[src/rtl/cordic_pkg.sv]
package cordic_pkg;

    localparam int DW = 16;              // input sample width
    localparam int GUARD = 2;            // headroom for the gain growth
    localparam int IW = DW + GUARD;      // internal I/Q width
    localparam int PW = 16;              // angle width, 2^PW = one turn
    localparam int N_ITER = 14;          // micro-rotations per request
    localparam int CW = (N_ITER > 1) ? $clog2(N_ITER) : 1;

    localparam logic signed [PW-1:0] QUARTER_TURN = PW'(1 << (PW - 2));

    typedef struct packed {
        logic signed [IW-1:0] x;
        logic signed [IW-1:0] y;
        logic signed [PW-1:0] z;
    } rot_vec_t;

    typedef enum logic [1:0] {
        ST_IDLE = 2'd0,
        ST_RUN  = 2'd1,
        ST_FIN  = 2'd2
    } ctl_state_t;

    // arctangent of 2^-k expressed in turns * 2^PW, rounded
    function automatic logic [PW-1:0] atan_step(input int k);
        real ang;
        ang = $atan(2.0 ** (-k)) / (2.0 * 3.14159265358979323846) * (2.0 ** PW);
        return PW'($rtoi(ang + 0.5));
    endfunction

endpackage

[src/rtl/cordic_prerot.sv]
module cordic_prerot
    import cordic_pkg::*;
(
    input  logic signed [DW-1:0] src_i,
    input  logic signed [DW-1:0] src_q,
    output rot_vec_t             vec
);
    logic signed [IW-1:0] xi;
    logic signed [IW-1:0] yq;

    assign xi = IW'(src_i);
    assign yq = IW'(src_q);

    always_comb begin
        if (!xi[IW-1]) begin
            vec.x = xi;
            vec.y = yq;
            vec.z = '0;
        end else if (!yq[IW-1]) begin
            // second quadrant: turn by -90 degrees
            vec.x = yq;
            vec.y = -xi;
            vec.z = QUARTER_TURN;
        end else begin
            // third quadrant: turn by +90 degrees
            vec.x = -yq;
            vec.y = xi;
            vec.z = -QUARTER_TURN;
        end
    end
endmodule

[src/rtl/cordic_atan_rom.sv]
module cordic_atan_rom
    import cordic_pkg::*;
(
    input  logic [CW-1:0]     idx,
    output logic signed [PW-1:0] angle
);
    logic [PW-1:0] tbl [N_ITER];

    for (genvar k = 0; k < N_ITER; k++) begin : g_tbl
        assign tbl[k] = atan_step(k);
    end

    always_comb begin
        angle = '0;
        for (int k = 0; k < N_ITER; k++) begin
            if (idx == CW'(k)) angle = tbl[k];
        end
    end
endmodule

[src/rtl/cordic_micro_rot.sv]
module cordic_micro_rot
    import cordic_pkg::*;
(
    input  rot_vec_t             cur,
    input  logic [CW-1:0]        shift,
    input  logic signed [PW-1:0] step_ang,
    output rot_vec_t             nxt
);
    logic signed [IW-1:0] xs;
    logic signed [IW-1:0] ys;

    assign xs = cur.x >>> shift;
    assign ys = cur.y >>> shift;

    always_comb begin
        if (!cur.y[IW-1]) begin
            nxt.x = cur.x + ys;
            nxt.y = cur.y - xs;
            nxt.z = cur.z + step_ang;
        end else begin
            nxt.x = cur.x - ys;
            nxt.y = cur.y + xs;
            nxt.z = cur.z - step_ang;
        end
    end
endmodule

[src/rtl/cordic_atan2.sv]
module cordic_atan2
    import cordic_pkg::*;
(
    input  logic                 clk,
    input  logic                 rst,
    input  logic                 start,
    input  logic signed [DW-1:0] in_i,
    input  logic signed [DW-1:0] in_q,
    output logic                 busy,
    output logic                 done,
    output logic signed [PW-1:0] phase_out,
    output logic [IW-1:0]        mag_out
);
    ctl_state_t           state;
    logic [CW-1:0]        step;
    rot_vec_t             work;
    rot_vec_t             loaded;
    rot_vec_t             rotated;
    logic signed [PW-1:0] step_ang;

    cordic_prerot u_pre (
        .src_i (in_i),
        .src_q (in_q),
        .vec   (loaded)
    );

    cordic_atan_rom u_rom (
        .idx   (step),
        .angle (step_ang)
    );

    cordic_micro_rot u_rot (
        .cur      (work),
        .shift    (step),
        .step_ang (step_ang),
        .nxt      (rotated)
    );

    assign busy = (state != ST_IDLE);

    always_ff @(posedge clk) begin
        if (rst) begin
            state     <= ST_IDLE;
            step      <= '0;
            work      <= '0;
            done      <= 1'b0;
            phase_out <= '0;
            mag_out   <= '0;
        end else begin
            done <= 1'b0;
            unique case (state)
                ST_IDLE: begin
                    if (start) begin
                        work  <= loaded;
                        step  <= '0;
                        state <= ST_RUN;
                    end
                end
                ST_RUN: begin
                    work <= rotated;
                    if (step == CW'(N_ITER - 1)) begin
                        state <= ST_FIN;
                    end else begin
                        step <= step + 1'b1;
                    end
                end
                ST_FIN: begin
                    phase_out <= work.z;
                    mag_out   <= $unsigned(work.x);
                    done      <= 1'b1;
                    state     <= ST_IDLE;
                end
                default: state <= ST_IDLE;
            endcase
        end
    end
endmodule

[config.mk]
export PLATFORM = sky130hd
export DESIGN_NAME = cordic_atan2
export DESIGN_NICKNAME = d
export VERILOG_FILES = /design/src/rtl/cordic_pkg.sv /design/src/rtl/cordic_prerot.sv /design/src/rtl/cordic_atan_rom.sv /design/src/rtl/cordic_micro_rot.sv /design/src/rtl/cordic_atan2.sv
export SDC_FILE = /design/constraint.sdc
export NUM_CORES = 1
export LEC_CHECK = 0
export BUFFER_PORTS_ARGS = -buffer_cell sky130_fd_sc_hd__buf_2
export CORE_ASPECT_RATIO = 1.5
export CORE_MARGIN = 2
export CORE_UTILIZATION = 39
export DETAILED_ROUTE_END_ITERATION = 10
export HOLD_SLACK_MARGIN = 0.1
export SETUP_SLACK_MARGIN = 0.15
export SLEW_MARGIN = 20
export SYNTH_ARGS = -nofsm -noshare
export SYNTH_HDL_FRONTEND = slang
export SYNTH_HIERARCHICAL = 1
export SYNTH_SLANG_ARGS = --single-unit
[constraint.sdc]
create_clock -name clk -period 9.5 [get_ports clk]
set_clock_uncertainty 0.1 [all_clocks]
set_input_delay 0.95 -clock clk [delete_from_list [all_inputs] [get_ports clk]]
set_output_delay 0.95 -clock clk [all_outputs]
set_load 0.02 [all_outputs]
After elaboration in Yosys (flattened, before gate mapping)
Index checks and enable logic that the tools add are counted.
{"block": "totals", "register_bits": 93, "inputBits": 35, "output_inout_bits": 36, "word_cells": 70}
{"block": "op_classes", "add_sub_neg": 9, "eq_ne": 18, "shift": 2, "muxes": 26, "reduce_logical": 7}
{"op": "$mux 52", "n": 4}
{"op": "$mux 14", "n": 14}
{"op": "$pmux 52 s2", "n": 1}
{"op": "$add 18x18->18", "n": 2}
{"op": "$neg 16->18", "n": 2}
{"op": "$sshr 18x4->18", "n": 2}
{"op": "$sub 18x18->18", "n": 2}
{"op": "$eq 4x4->1 const B", "n": 6}
{"op": "$add 16x15->16", "n": 1}
{"op": "$eq 4x3->1 const B", "n": 4}
{"op": "$sub 16x15->16", "n": 1}
{"op": "$eq 4x2->1 const B", "n": 2}
{"op": "$mux 4", "n": 2}
{"op": "$pmux 4 s2", "n": 1}
{"op": "$ne 2x2->1 const B", "n": 3}
{"op": "$add 4x1->4 const B", "n": 1}
{"op": "$eq 4x1->1 const B", "n": 1}
{"op": "$logic_not 4->1", "n": 1}
{"op": "$mux 2", "n": 2}
{"op": "$pmux 2 s2", "n": 1}
{"op": "$reduce_and 2->1", "n": 2}
{"op": "$reduce_bool 2->1", "n": 2}
{"op": "$reduce_and 3->1", "n": 1}
{"op": "$eq 2x1->1 const B", "n": 1}
{"op": "3 further kinds", "n": 3}

Logic depth before layout (Yosys ltp)
Gate-level depths: netlist of run 1.
{"block": "logic_depth", "word_depth": 18, "mapped_depth": 22, "mapped_depth_nobuf": 20}

Hierarchy
The synthesis of run 1 kept the hierarchy.
{"module": "cordic_micro_rot", "instances": 1, "cells_each": 677, "area_per_inst_um2": 5077.4, "seq_area_each_um2": 0.0}
{"module": "cordic_atan2", "instances": 1, "cells_each": 476, "area_per_inst_um2": 3734.8, "seq_area_each_um2": 1861.8}
{"module": "cordic_prerot", "instances": 1, "cells_each": 190, "area_per_inst_um2": 1181.1, "seq_area_each_um2": 0.0}
{"module": "cordic_atan_rom", "instances": 1, "cells_each": 44, "area_per_inst_um2": 282.8, "seq_area_each_um2": 0.0}

Least setup slack after synthesis of run 1
Ideal clock, no wire load.
{"block": "synth_path", "path_type": "register to register", "from": "register step[2]", "to": "register work[51] (netlist bit)", "setup_time_ns": 0.134, "arrival_ns": 4.630, "t_required_ns": 9.266, "slack_ns": 4.636, "path_stages_with_launch": 22, "n_path_buf": 5, "period_less_slack_ns": 4.864, "cell_sequence": "dfxtp_1 buf_2 buf_2 buf_1 buf_1 buf_1 nor2_1 a21oi_1 ha_1 and3b_1 nor2_1 xor2_1 ha_1 or4_1 o211a_1 o41ai_1 o211ai_1 o211a_1 a31oi_1 xnor3_1 nand2_1 a211oi_1"}
{"item": "start, declared", "line_no": "cordic_atan2.sv:15", "source": "logic [CW-1:0] step;"}
{"item": "start signal, assigned", "line_no": "cordic_atan2.sv:64", "source": "step <= step + 1'b1;"}
{"item": "end signal, assigned", "line_no": "cordic_atan2.sv:54", "source": "work <= loaded;"}
{"item": "end signal, assigned", "line_no": "cordic_atan2.sv:60", "source": "work <= rotated;"}
{"item": "end, declared", "line_no": "cordic_atan2.sv:16", "source": "rot_vec_t work;"}

==> out/metrics.yaml, run 1 <==
grt:
  grt_overflow_total: 0
  antenna_found_initial: 0
  grt_pass1_wl_um: 51400
  grt_pass1_vias: 9722
  grt_usage_pct: 23.7
  grt_max_degree: 94
place:
  place.gp.congestion: 0.932
  hpwl_um: 24500
  dp_slack_ns: 3.72
  dpl-instance-area_um2: 10600
  dp_cells: 1707
  io_buffers: 70
synth:
  synth_area_leaders: "dfxtp_1, a21oi_1, ha_1"
  synth_edf_count: 0
  synth-seq-area-share_pct: 18.1
  synth_async_sr_flop_share_pct: 0
  ys_seq_elements: 93
  ys.flop_type: "dfxtp_1"
  syn_avg_cell_area_um2: 7.41
  synth_top_area_cell: "dfxtp_1"
  netlist.area_leader.share_pct: 18.1
  netlist_instances: 1387
  syn_area_um2: 10300
  yosysWarnings: 6
  synth_cell_type_count: 95
floorplanning:
  dieWidth_um: 137
  row_count: 72
  initial_core_util_pct: 39.7
  dieArea_um2: 27700
  design.core.area_um2: 25900
  chipHeight_um: 203
  ioPinCount: 71
cts:
  cts_hold_buf: 0
  root_buffer: "clkbuf_16"
  cts.sinks: 93
  postCtsSetupRepairBufs: 0
  cts_inserted_buffers: 9
  htreeDepth: 3
  insertion_delay_ns: 0.36
  clk_path_buf_depth: 2
  clk_pin_slew_ns: 0.07
  cts-resized-gates: 0
  cts_tree: "done"
finish:
  layout_common_cells: "nand2_1, nor2_1, a21oi_1"
  final_cells: 1722
  regArea_um2: 1870
  filler_cell_count: 2671
  drive_gt1_share_pct: 12.4
  nNetsFinal: 1479
  multiInputGateArea_um2: 7740
  area_delta_synth_final_pct: 6.20
  final_area_um2: 10900
  insertedDiodeCount: 0
  final_common_cell: "nand2_1"
critical_path:
  endpoint_kind: "register"
  startpoint_type: "register"
  worstPathCellList: "buf_4, mux2_2, mux4_2, o21ai_0, ha_1, nand2_1, o21ai_0, ha_1, a211oi_1, nor2_1, o41ai_1, o31ai_1, o22a_1, a41oi_1, nor2b_1, xnor2_1, nand2_1, a211oi_1"
  rr_startpoint: "step[1]"
  crit_type: "register to register"
  critical-path-top-delay-family: "compound AO/OA/AOI/OAI gates"
  slowest_delay_ns: 0.79
  critPathBufInv: 1
  cp.arrival_ns: 6.01
  reg2reg_to: "work[31]"
  r2r_slack_ns: 3.66
  critPathMaxFanout: 35
  critPathSlowestCell: "dfxtp_2"
  required_ns: 9.67
  r2r_cells: 18
timing:
  max_slew_margin_pct: 29.9
  final.period_utilization_pct: 61.5
  worst_slew_pin_slew_ns: 1.05
  rsz0062_at_grt: "no"
  final-setup-viol-count: 0
  hold_viol_final: 0
  final_max_slew_viol_count: 0
  finalCriticalPeriod_ns: 5.84
  fin_setup_tns_ns: 0
  setup_slack_ns: 3.66
  fmax_mhz: 171
  holdWs_ns: 0.350
drt:
  wl_per_cell_um: 19.1
  ant_nets: 0
  drc: 0
  firstDrtPassIters: 5
  post_drt_via_cell_ratio: 5.90
  drt-total-wl_um: 32900
  first_iter_violations: 706
  dr_total_vias: 10200
worst_hold_path:
  whs_path_depth: 2
  hold_start: "mag_out[9]"
  hp-class: "register to register"
  worst_hold_path.endpoint: "mag_out[9]"
power:
  ir_worst_vdd_mv: 0.140
  p_leak_nw: 4.38
  power_density_nw_per_um2: 178
run_status:
  status: "completed"
run:
  cap_viol_max_count: 0
-- cell usage after synthesis, types with 16 or more instances --
cell      number
a211oi_1      58
a21oi_1      169
a31oi_1       17
buf_2         31
buf_4         27
clkbuf_1      35
dfxtp_1       93
ha_1          56
inv_1         36
mux2i_1       36
mux4_2        21
nand2_1      179
nand3_1       20
nor2_1       171
nor3_1        29
o21a_1        16
o21ai_0       44
xnor2_1       66
xor2_1        32
-- tightest hold or removal path: stages (launching register included) --
cell and delay [ns]:
dfxtp_1 0.30, nand2_1 0.05, a21oi_1 0.05
-- logic make-up (layout without fill, tap and decap cells) --
kind of cell	count (synthesis)	count (layout)	share of synthesized area (%)
adders and majority gates	59	59	7.40
buffers and inverters	149	135	7.35
xor gates and xnor gates	99	99	8.57
and+or+nand+nor	496	496	22.1
other	2	18	0.0731
DFF	93	93	18.1
muxes	77	77	10.8
AOI/OAI and AO/OA	412	412	25.6
-- routing by layer --
layer	vias to the layer above	wire length, um	global-route usage [%]
met3	83	1040	2.10
met1	4852	12900	26.7
li1	4956	-	-
met4	0	2100	15.2
met2	271	16800	41.9
met5	-	0	0
-- power breakdown --
group / switching (mW) / internal [mW]
Sequential: 0.0740 / 0.422
Clock: 0.163 / 0.216
Combinational: 0.602 / 0.466
-- how the worst max path moves through the flow --
| stage | from | to | cells after the start |
|---|---|---|---|
| 5_1_grt | step[1] | work[31] | 19 |
| 4_1_cts | step[1] | work[31] | 18 |
| 2_1_floorplan | step[2] | work[51] | 21 |
| 3_5_place_dp | step[1] | work[31] | 18 |
| 6_report | step[1] | work[31] | 18 |
| 3_3_place_gp | step[1] | work[31] | 18 |
-- stage by stage --
stage | utilization, % | total power, mW
floorplan | - | 1.31
global placement | 41.0 | 1.55
CTS | 42.2 | 1.95
global route | 42.2 | 2.08
finish | 42.2 | 1.94
detailed placement | 41.0 | 1.56
-- sequential cells by signal (all words and copies together) (netlist names) --
register   cells
done           1
mag_out       18
step           4
phase_out     16
work          52
state          2
-- final cells by class --
| type | instances | share of cell area [%] |
|---|---|---|
| well taps | 333 | 3.82 |
| repair buffers | 83 | 4.13 |
| inverters | 37 | 1.27 |
| clock buffers | 11 | 2.32 |
| clock inverters | 4 | 0.436 |
| flip-flops and latches | 93 | 17.1 |
| multi-input cells | 1161 | 70.9 |
Power figures use the tool's default switching activity.
==> inputs of run 2 (changes only) <==
--- a/config.mk
+++ b/config.mk
@@ -5,6 +5,7 @@
 export SDC_FILE = /design/constraint.sdc
 export NUM_CORES = 1
 export LEC_CHECK = 0
+export ABC_AREA = 1
 export BUFFER_PORTS_ARGS = -buffer_cell sky130_fd_sc_hd__buf_2
 export CORE_ASPECT_RATIO = 1.5
 export CORE_MARGIN = 2
==> constraint.sdc (replaced) <==
create_clock -name clk -period 4.8 [get_ports clk]
set_clock_uncertainty 0.1 [all_clocks]
set_input_delay 0.48 -clock clk [delete_from_list [all_inputs] [get_ports clk]]
set_output_delay 0.48 -clock clk [all_outputs]
set_load 0.02 [all_outputs]
==> out/metrics.yaml, run 2 <==
run_status:
  status: "completed"
finish:
  reg_top3: "work (52), mag_out (18), phase_out (16)"
  nNetsFinal: 1976  # +34%
  filler_cell_count: 3039  # +14%
  final_common_cell: "nand2_1"
  area_delta_synth_final_pct: 6.67
  drive_gt1_share_pct: 10.5  # -1.9 points
  largest_reg_flops: 52  # unchanged
  final_cells: 2229  # +29%
  layout_common_cells: "nand2_1, nor2_1, nand3_1"
  regMostFlops: "work"
  insertedDiodeCount: 0  # unchanged
synth:
  ys_seq_elements: 93  # unchanged
  syn_area_um2: 10800  # +4.8%
  synth_most_common_cell: "nand2_1"
  synth_async_sr_flop_share_pct: 0  # unchanged
  synth_top_area_cell: "nand2_1"
  yosys-top-cells-count: "nand2_1, nor2_1, nand3_1"
  netlist_instances: 1863  # +34%
  netlist.area_leader.share_pct: 19.5  # +1.4 points
  synth_cell_type_count: 48  # -49%
  syn_avg_cell_area_um2: 5.78  # -22%
  synth-seq-area-share_pct: 17.3  # -0.84 points
  synth_edf_count: 0  # unchanged
  synth_area_leaders: "nand2_1, dfxtp_1, nand3_1"
  yosysWarnings: 6  # unchanged
  ys.flop_type: "dfxtp_1"
run:
  cap_viol_max_count: 0  # unchanged
critical_path:
  endpoint_kind: "register"
  worstPathCellList: "inv_2, buf_4, nand3_1, nand2_1, o21ai_2, ha_1, nand3_1, nand2_2, nand2_2, a21oi_1, xnor2_1, ha_1, nand2_1, nor2_1, nand2_1, o211ai_1, a21oi_1, o21ai_0, xor2_1, nand2_1, nand2_1, nor2_1, nor2_1"
  critPathSlowestCell: "o211ai_1"
  startpoint_type: "register"
  slowest_delay_ns: 0.47  # -0.32 ns
  critPathMaxFanout: 19  # -46%
  crit_top_cell: "nand2_1"
  crit_type: "register to register"
  required_ns: 4.99  # -4.68 ns
  cp.arrival_ns: 4.53  # -1.48 ns
grt:
  grt_pass1_wl_um: 57200  # +11%
  antenna_found_initial: 0  # unchanged
  grt_overflow_total: 0  # unchanged
  grt_max_degree: 57  # -39%
  grt_usage_pct: 24.3  # +0.60 points
  grt_pass1_vias: 11500  # +18%
worst_hold_path:
  hp-class: "primary input to register"
timing:
  rsz0062_at_grt: "no"
  finalCriticalPeriod_ns: 4.34  # -1.50 ns
  worst_slew_pin_slew_ns: 1.05  # -0.00109 ns
  holdWs_ns: 0.282  # -0.0683 ns
  final_max_slew_viol_count: 0  # unchanged
  fin_setup_tns_ns: 0  # unchanged
  hold_viol_final: 0  # unchanged
  max_slew_margin_pct: 29.9  # about the same
  final.period_utilization_pct: 90.4  # +29 points
  final-setup-viol-count: 0  # unchanged
  fmax_mhz: 230  # +35%
place:
  place.gp.congestion: 0.927  # -0.61%
  dp_cells: 2213  # +30%
  io_buffers: 70  # unchanged
  hpwl_um: 27300  # +11%
floorplanning:
  dieWidth_um: 140  # +2.3%
  dieArea_um2: 29000  # +4.7%
  ioPinCount: 71  # unchanged
  initial_core_util_pct: 39.6  # -0.17 points
  chipHeight_um: 208  # +2.3%
  design.core.area_um2: 27200  # +5.3%
  row_count: 74  # +2.8%
cts:
  cts_inserted_buffers: 9  # unchanged
  insertion_delay_ns: 0.36  # about the same
  cts.sinks: 93  # unchanged
  clk_pin_slew_ns: 0.06  # about the same
  postCtsSetupRepairBufs: 0  # unchanged
  root_buffer: "clkbuf_16"
  clk_path_buf_depth: 2  # unchanged
  cts_tree: "done"
  htreeDepth: 3  # unchanged
drt:
  drc: 0  # unchanged
  dr_total_vias: 11900  # +17%
  post_drt_via_cell_ratio: 5.32  # -9.8%
  first_iter_violations: 705  # -0.14%
  ant_nets: 0  # unchanged
  wl_per_cell_um: 16.0  # -16%
  firstDrtPassIters: 6  # +1
  drt-total-wl_um: 35700  # +8.7%
power:
  ir_worst_vdd_mv: 0.232  # +65%
  p_leak_nw: 6.10  # +39%
  power_density_nw_per_um2: 359  # +100%
==> run 2: cell types whose count changed after synthesis, sizes merged, moves of 24 or more <==
cell	previous run	this run
nand2	179	595
nand3	20	211
inv	36	152
o21ai	46	158
a21oi	169	70
nor2	172	269
a211oi	58	0
xnor2	66	20
mux2i	37	0
xor2	32	65
mux4	24	0
==> run 2: worst paths after layout <==
path              depth (start not counted)       endpoint  slack, ns          start
setup reg to reg                         23       work[49]       0.46        step[2]
hold / removal                            2        step[2]       0.28            rst
setup / recovery                         23       work[49]       0.46        step[2]
hold reg to reg                           2  phase_out[12]       0.40  phase_out[12]
==> run 2: power by group <==
| group | internal, mW | leakage, nW | total (mW) | switching [mW] |
|---|---|---|---|---|
| registers | 0.836 | 0.764 | 0.958 | 0.122 |
| logic | 0.852 | 5.17 | 2.36 | 1.51 |
| clock network | 0.484 | 0.163 | 0.806 | 0.322 |
==> run 2: metrics by stage <==
step	power (mW)	area (um2)	setup slack (ns)	utilization [%]
2_1_floorplan	2.76	10800	1.10	-
3_3_place_gp	3.30	11200	0.512	41.0
3_5_place_dp	3.31	11200	0.445	41.0
4_1_cts	4.14	11500	0.389	42.2
6_report	4.13	11500	0.461	42.2
5_1_grt	4.47	11500	0.171	42.2
==> run 2: timing repair <==
| action | 4_1_cts | 5_1_grt |
|---|---|---|
| gates resized for setup | 0 | 3 |
| setup endpoints to repair | 0 | 6 |
| endpoints found under the hold margin | 0 | 0 |
| hold buffers | 0 | 0 |
==> run 2: metal layers <==
| metal | track usage (%) | routed length (um) |
|---|---|---|
| met1 | 25.2 | 13500 |
| met2 | 46.5 | 18800 |
| met3 | 2.33 | 1250 |
| met4 | 14.1 | 2170 |
| met5 | 0 | 0 |
==> run 2: worst max-delay path, delay by kind of cell (launching register included) <==
kind	cells	cell delay [ns]
xor gates and xnor gates	2	0.30
and+or+nand+nor	12	1.25
AOI/OAI and AO/OA	5	1.07
DFF	1	0.38
buffers and inverters	2	0.58
adders and majority gates	2	0.59
==> run 2: cells by family after synthesis <==
logic type	count (synthesis)	share of synthesized area, %
other cells	2	0.0697
flops	93	17.3
buf+inv	252	11.2
fa+ha+maj	59	7.06
simple gates	1110	44.3
compound gates	262	13.2
xor+xnor	85	6.91
==> run 2: layout make-up <==
class / count / area (um2) / share of cell area (%)
multi-input cells: 1534 / 7770 / 67.6
flip-flops and latches: 93 / 1870 / 16.2
inverters: 153 / 582 / 5.06
repair buffers: 91 / 520 / 4.53
well taps: 342 / 428 / 3.72
clock buffers: 12 / 256 / 2.23
clock inverters: 4 / 70.1 / 0.610
==> inputs of run 3 (changes only) <==
--- a/config.mk
+++ b/config.mk
@@ -7,13 +7,14 @@
 export LEC_CHECK = 0
 export ABC_AREA = 1
 export BUFFER_PORTS_ARGS = -buffer_cell sky130_fd_sc_hd__buf_2
+export CELL_PAD_IN_SITES_DETAIL_PLACEMENT = 0
+export CELL_PAD_IN_SITES_GLOBAL_PLACEMENT = 2
 export CORE_ASPECT_RATIO = 1.5
-export CORE_MARGIN = 2
-export CORE_UTILIZATION = 39
+export CORE_UTILIZATION = 30
 export DETAILED_ROUTE_END_ITERATION = 10
 export HOLD_SLACK_MARGIN = 0.1
+export PLACE_DENSITY_LB_ADDON = 0.1
 export SETUP_SLACK_MARGIN = 0.15
-export SLEW_MARGIN = 20
 export SYNTH_ARGS = -nofsm -noshare
 export SYNTH_HDL_FRONTEND = slang
 export SYNTH_HIERARCHICAL = 1
==> out/metrics.yaml, run 3 (same netlist as run 2, synthesis figures left out) <==
cts:
  cts.sinks: 93  # unchanged
  cts_tree: "done"
  clk_path_buf_depth: 2  # unchanged
  clk_pin_slew_ns: 0.07  # about the same
  cts_hold_buf: 0  # unchanged
  cts_inserted_buffers: 9  # unchanged
  insertion_delay_ns: 0.38  # +0.02 ns
  htreeDepth: 3  # unchanged
  root_buffer: "clkbuf_16"
timing:
  fmax_mhz: 237  # +2.9%
  rsz0062_at_grt: "no"
  final.period_utilization_pct: 87.9  # -2.5 points
  max_slew_margin_pct: 43.8  # +14 points
  final_max_slew_viol_count: 0  # unchanged
  fin_setup_tns_ns: 0  # unchanged
  holdWs_ns: 0.273  # -0.00902 ns
  hold_viol_final: 0  # unchanged
  finalCriticalPeriod_ns: 4.22  # -0.122 ns
  worst_slew_pin_slew_ns: 0.837  # -0.213 ns
  final-setup-viol-count: 0  # unchanged
worst_hold_path:
  hp-class: "primary input to register"
finish:
  filler_cell_count: 4151  # +37%
  final_common_cell: "nand2_1"
  nNetsFinal: 1982  # +0.30%
  insertedDiodeCount: 0  # unchanged
  reg_top3: "work (52), mag_out (18), phase_out (16)"
  regMostFlops: "work"
  area_delta_synth_final_pct: 8.50
  final_area_um2: 11700  # +1.7%
  layout_common_cells: "nand2_1, nor2_1, nand3_1"
  largest_reg_flops: 52  # unchanged
  drive_gt1_share_pct: 11.0  # +0.50 points
critical_path:
  crit_type: "register to register"
  critPathMaxFanout: 17  # -2
  cp.depth: 24  # +4.3%
  endpoint_kind: "register"
  critPathBufInv: 2  # unchanged
  worstPathCellList: "buf_4, nand2_1, nand3_1, nand3_1, nand3_1, nand2_2, ha_1, nand2_1, nor2_2, a21oi_1, xor2_1, inv_1, ha_1, nand2_1, nor2_1, nand2_1, o211ai_1, a21oi_1, o21ai_0, xor2_1, nand2_1, nand2_1, nor2_1, nor2_1"
  worstSetupStartpoint: "step[0]"
  reg2reg_to: "work[31]"
  required_ns: 5.00  # about the same
  critPathSlowestCell: "dfxtp_4"
  cp-endpoint: "work[31]"
  r2r_cells: 24  # +4.3%
  rr_startpoint: "step[0]"
  cp.arrival_ns: 4.42  # -0.11 ns
  startpoint_type: "register"
  slowest_delay_ns: 0.51  # +0.04 ns
  r2r_slack_ns: 0.58  # +0.12 ns
  crit_top_cell: "nand2_1"
  critical-path-top-delay-family: "simple AND/OR/NAND/NOR gates"
power:
  power_density_nw_per_um2: 359  # about the same
  p_leak_nw: 6.11  # +0.25%
  fin_total_pwr_mw: 4.20  # +1.7%
  ir_worst_vdd_mv: 0.189  # -18%
grt:
  busiest_layer: "met2"
  grt_overflow_total: 0  # unchanged
  grt_max_degree: 56  # -1.8%
  grt_usage_pct: 23.7  # -0.56 points
  grt_util_met2_pct: 46.8  # +0.32 points
  use_met3_pct: 1.92  # -0.41 points
  grt_pass1_vias: 11200  # -2.2%
  antenna_found_initial: 0  # unchanged
  grt_util_met1_pct: 26.0  # +0.78 points
  grt_pass1_wl_um: 64900  # +13%
place:
  place.gp.congestion: 0.842  # -9.1%
  dpl-instance-area_um2: 11300  # +1.6%
  hpwl_um: 33200  # +22%
  io_buffers: 70  # unchanged
run_status:
  status: "completed"
floorplanning:
  dieWidth_um: 157  # +12%
  ioPinCount: 71  # unchanged
  dieArea_um2: 36700  # +27%
  design.core.area_um2: 35200  # +29%
  initial_core_util_pct: 30.6  # -9.0 points
  row_count: 84  # +14%
  chipHeight_um: 234  # +13%
drt:
  drc: 0  # unchanged
  firstDrtPassIters: 5  # -1
  dr_total_vias: 11700  # -1.7%
  post_drt_via_cell_ratio: 4.93  # -7.4%
  wl_per_cell_um: 18.1  # +13%
  drt-total-wl_um: 42900  # +20%
  first_iter_violations: 534  # -24%
  ant_nets: 0  # unchanged
run:
  cap_viol_max_count: 0  # unchanged
==> run 3: cell count changes in the layout (fill, tap and decap cells not counted), sizes merged <==
cell | previous run | this run
buf | 91 | 97
clkbuf | 12 | 10
inv | 152 | 154
bufinv | 2 | 1
clkinvlp | 0 | 1
==> run 3: how the worst min path moves through the flow <==
stage,startpoint,end,cells after the start
after global placement,phase_out[12],phase_out[12],2
after floorplan,work[0],phase_out[0],2
after global routing,rst,state[0],2
after CTS,rst,done,2
after detailed placement,mag_out[7],mag_out[7],2
final,rst,done,2
==> run 3: final cells by class <==
cell class | instances | area [um2] | area share, %
Clock buffer | 10 | 229 | 1.96
Tap cell | 473 | 592 | 5.06
Multi-Input combinational cell | 1534 | 7790 | 66.6
Timing Repair Buffer | 97 | 553 | 4.73
Inverter | 153 | 584 | 5.00
Sequential cell | 93 | 1870 | 16.0
Clock inverter | 6 | 71.3 | 0.610
==> run 3: worst register-to-register path: cells and delay by family, from the launching register on <==
family	cells	cell delay (ns)
simple gates	14	1.40
flops	1	0.51
xor+xnor	2	0.39
compound gates	4	0.83
buf+inv	2	0.34
fa+ha+maj	2	0.59
==> run 3: power breakdown <==
part,switching (mW),internal (mW),total (mW)
clock network,0.362,0.411,0.772
logic,1.58,0.866,2.45
registers,0.139,0.835,0.973
==> run 3: stage by stage <==
| stage | instances | worst slack, ns | util (%) |
|---|---|---|---|
| after floorplan | 1879 | 1.10 | - |
| after global placement | 2348 | 0.154 | 32.2 |
| after detailed placement | 2348 | -0.00195 | 32.2 |
| after CTS | 2364 | 0.178 | 33.1 |
| after global routing | 2366 | 0.162 | 33.2 |
| final | 2366 | 0.583 | 33.2 |
==> run 3: timing repair <==
| item | 4_1_cts | 5_1_grt |
|---|---|---|
| gates resized for setup | 1 | 9 |
| pin swaps | 0 | 1 |
| endpoints found under the setup margin | 1 | 15 |
| buffers inserted | 0 | 2 |
==> run 3: metal layers <==
metal | vias up | part of all wire [%]
li1 | 6024 | -
met5 | - | 0
met1 | 5458 | 40
met3 | 43 | 1.9
met2 | 142 | 55
met4 | 0 | 2.8
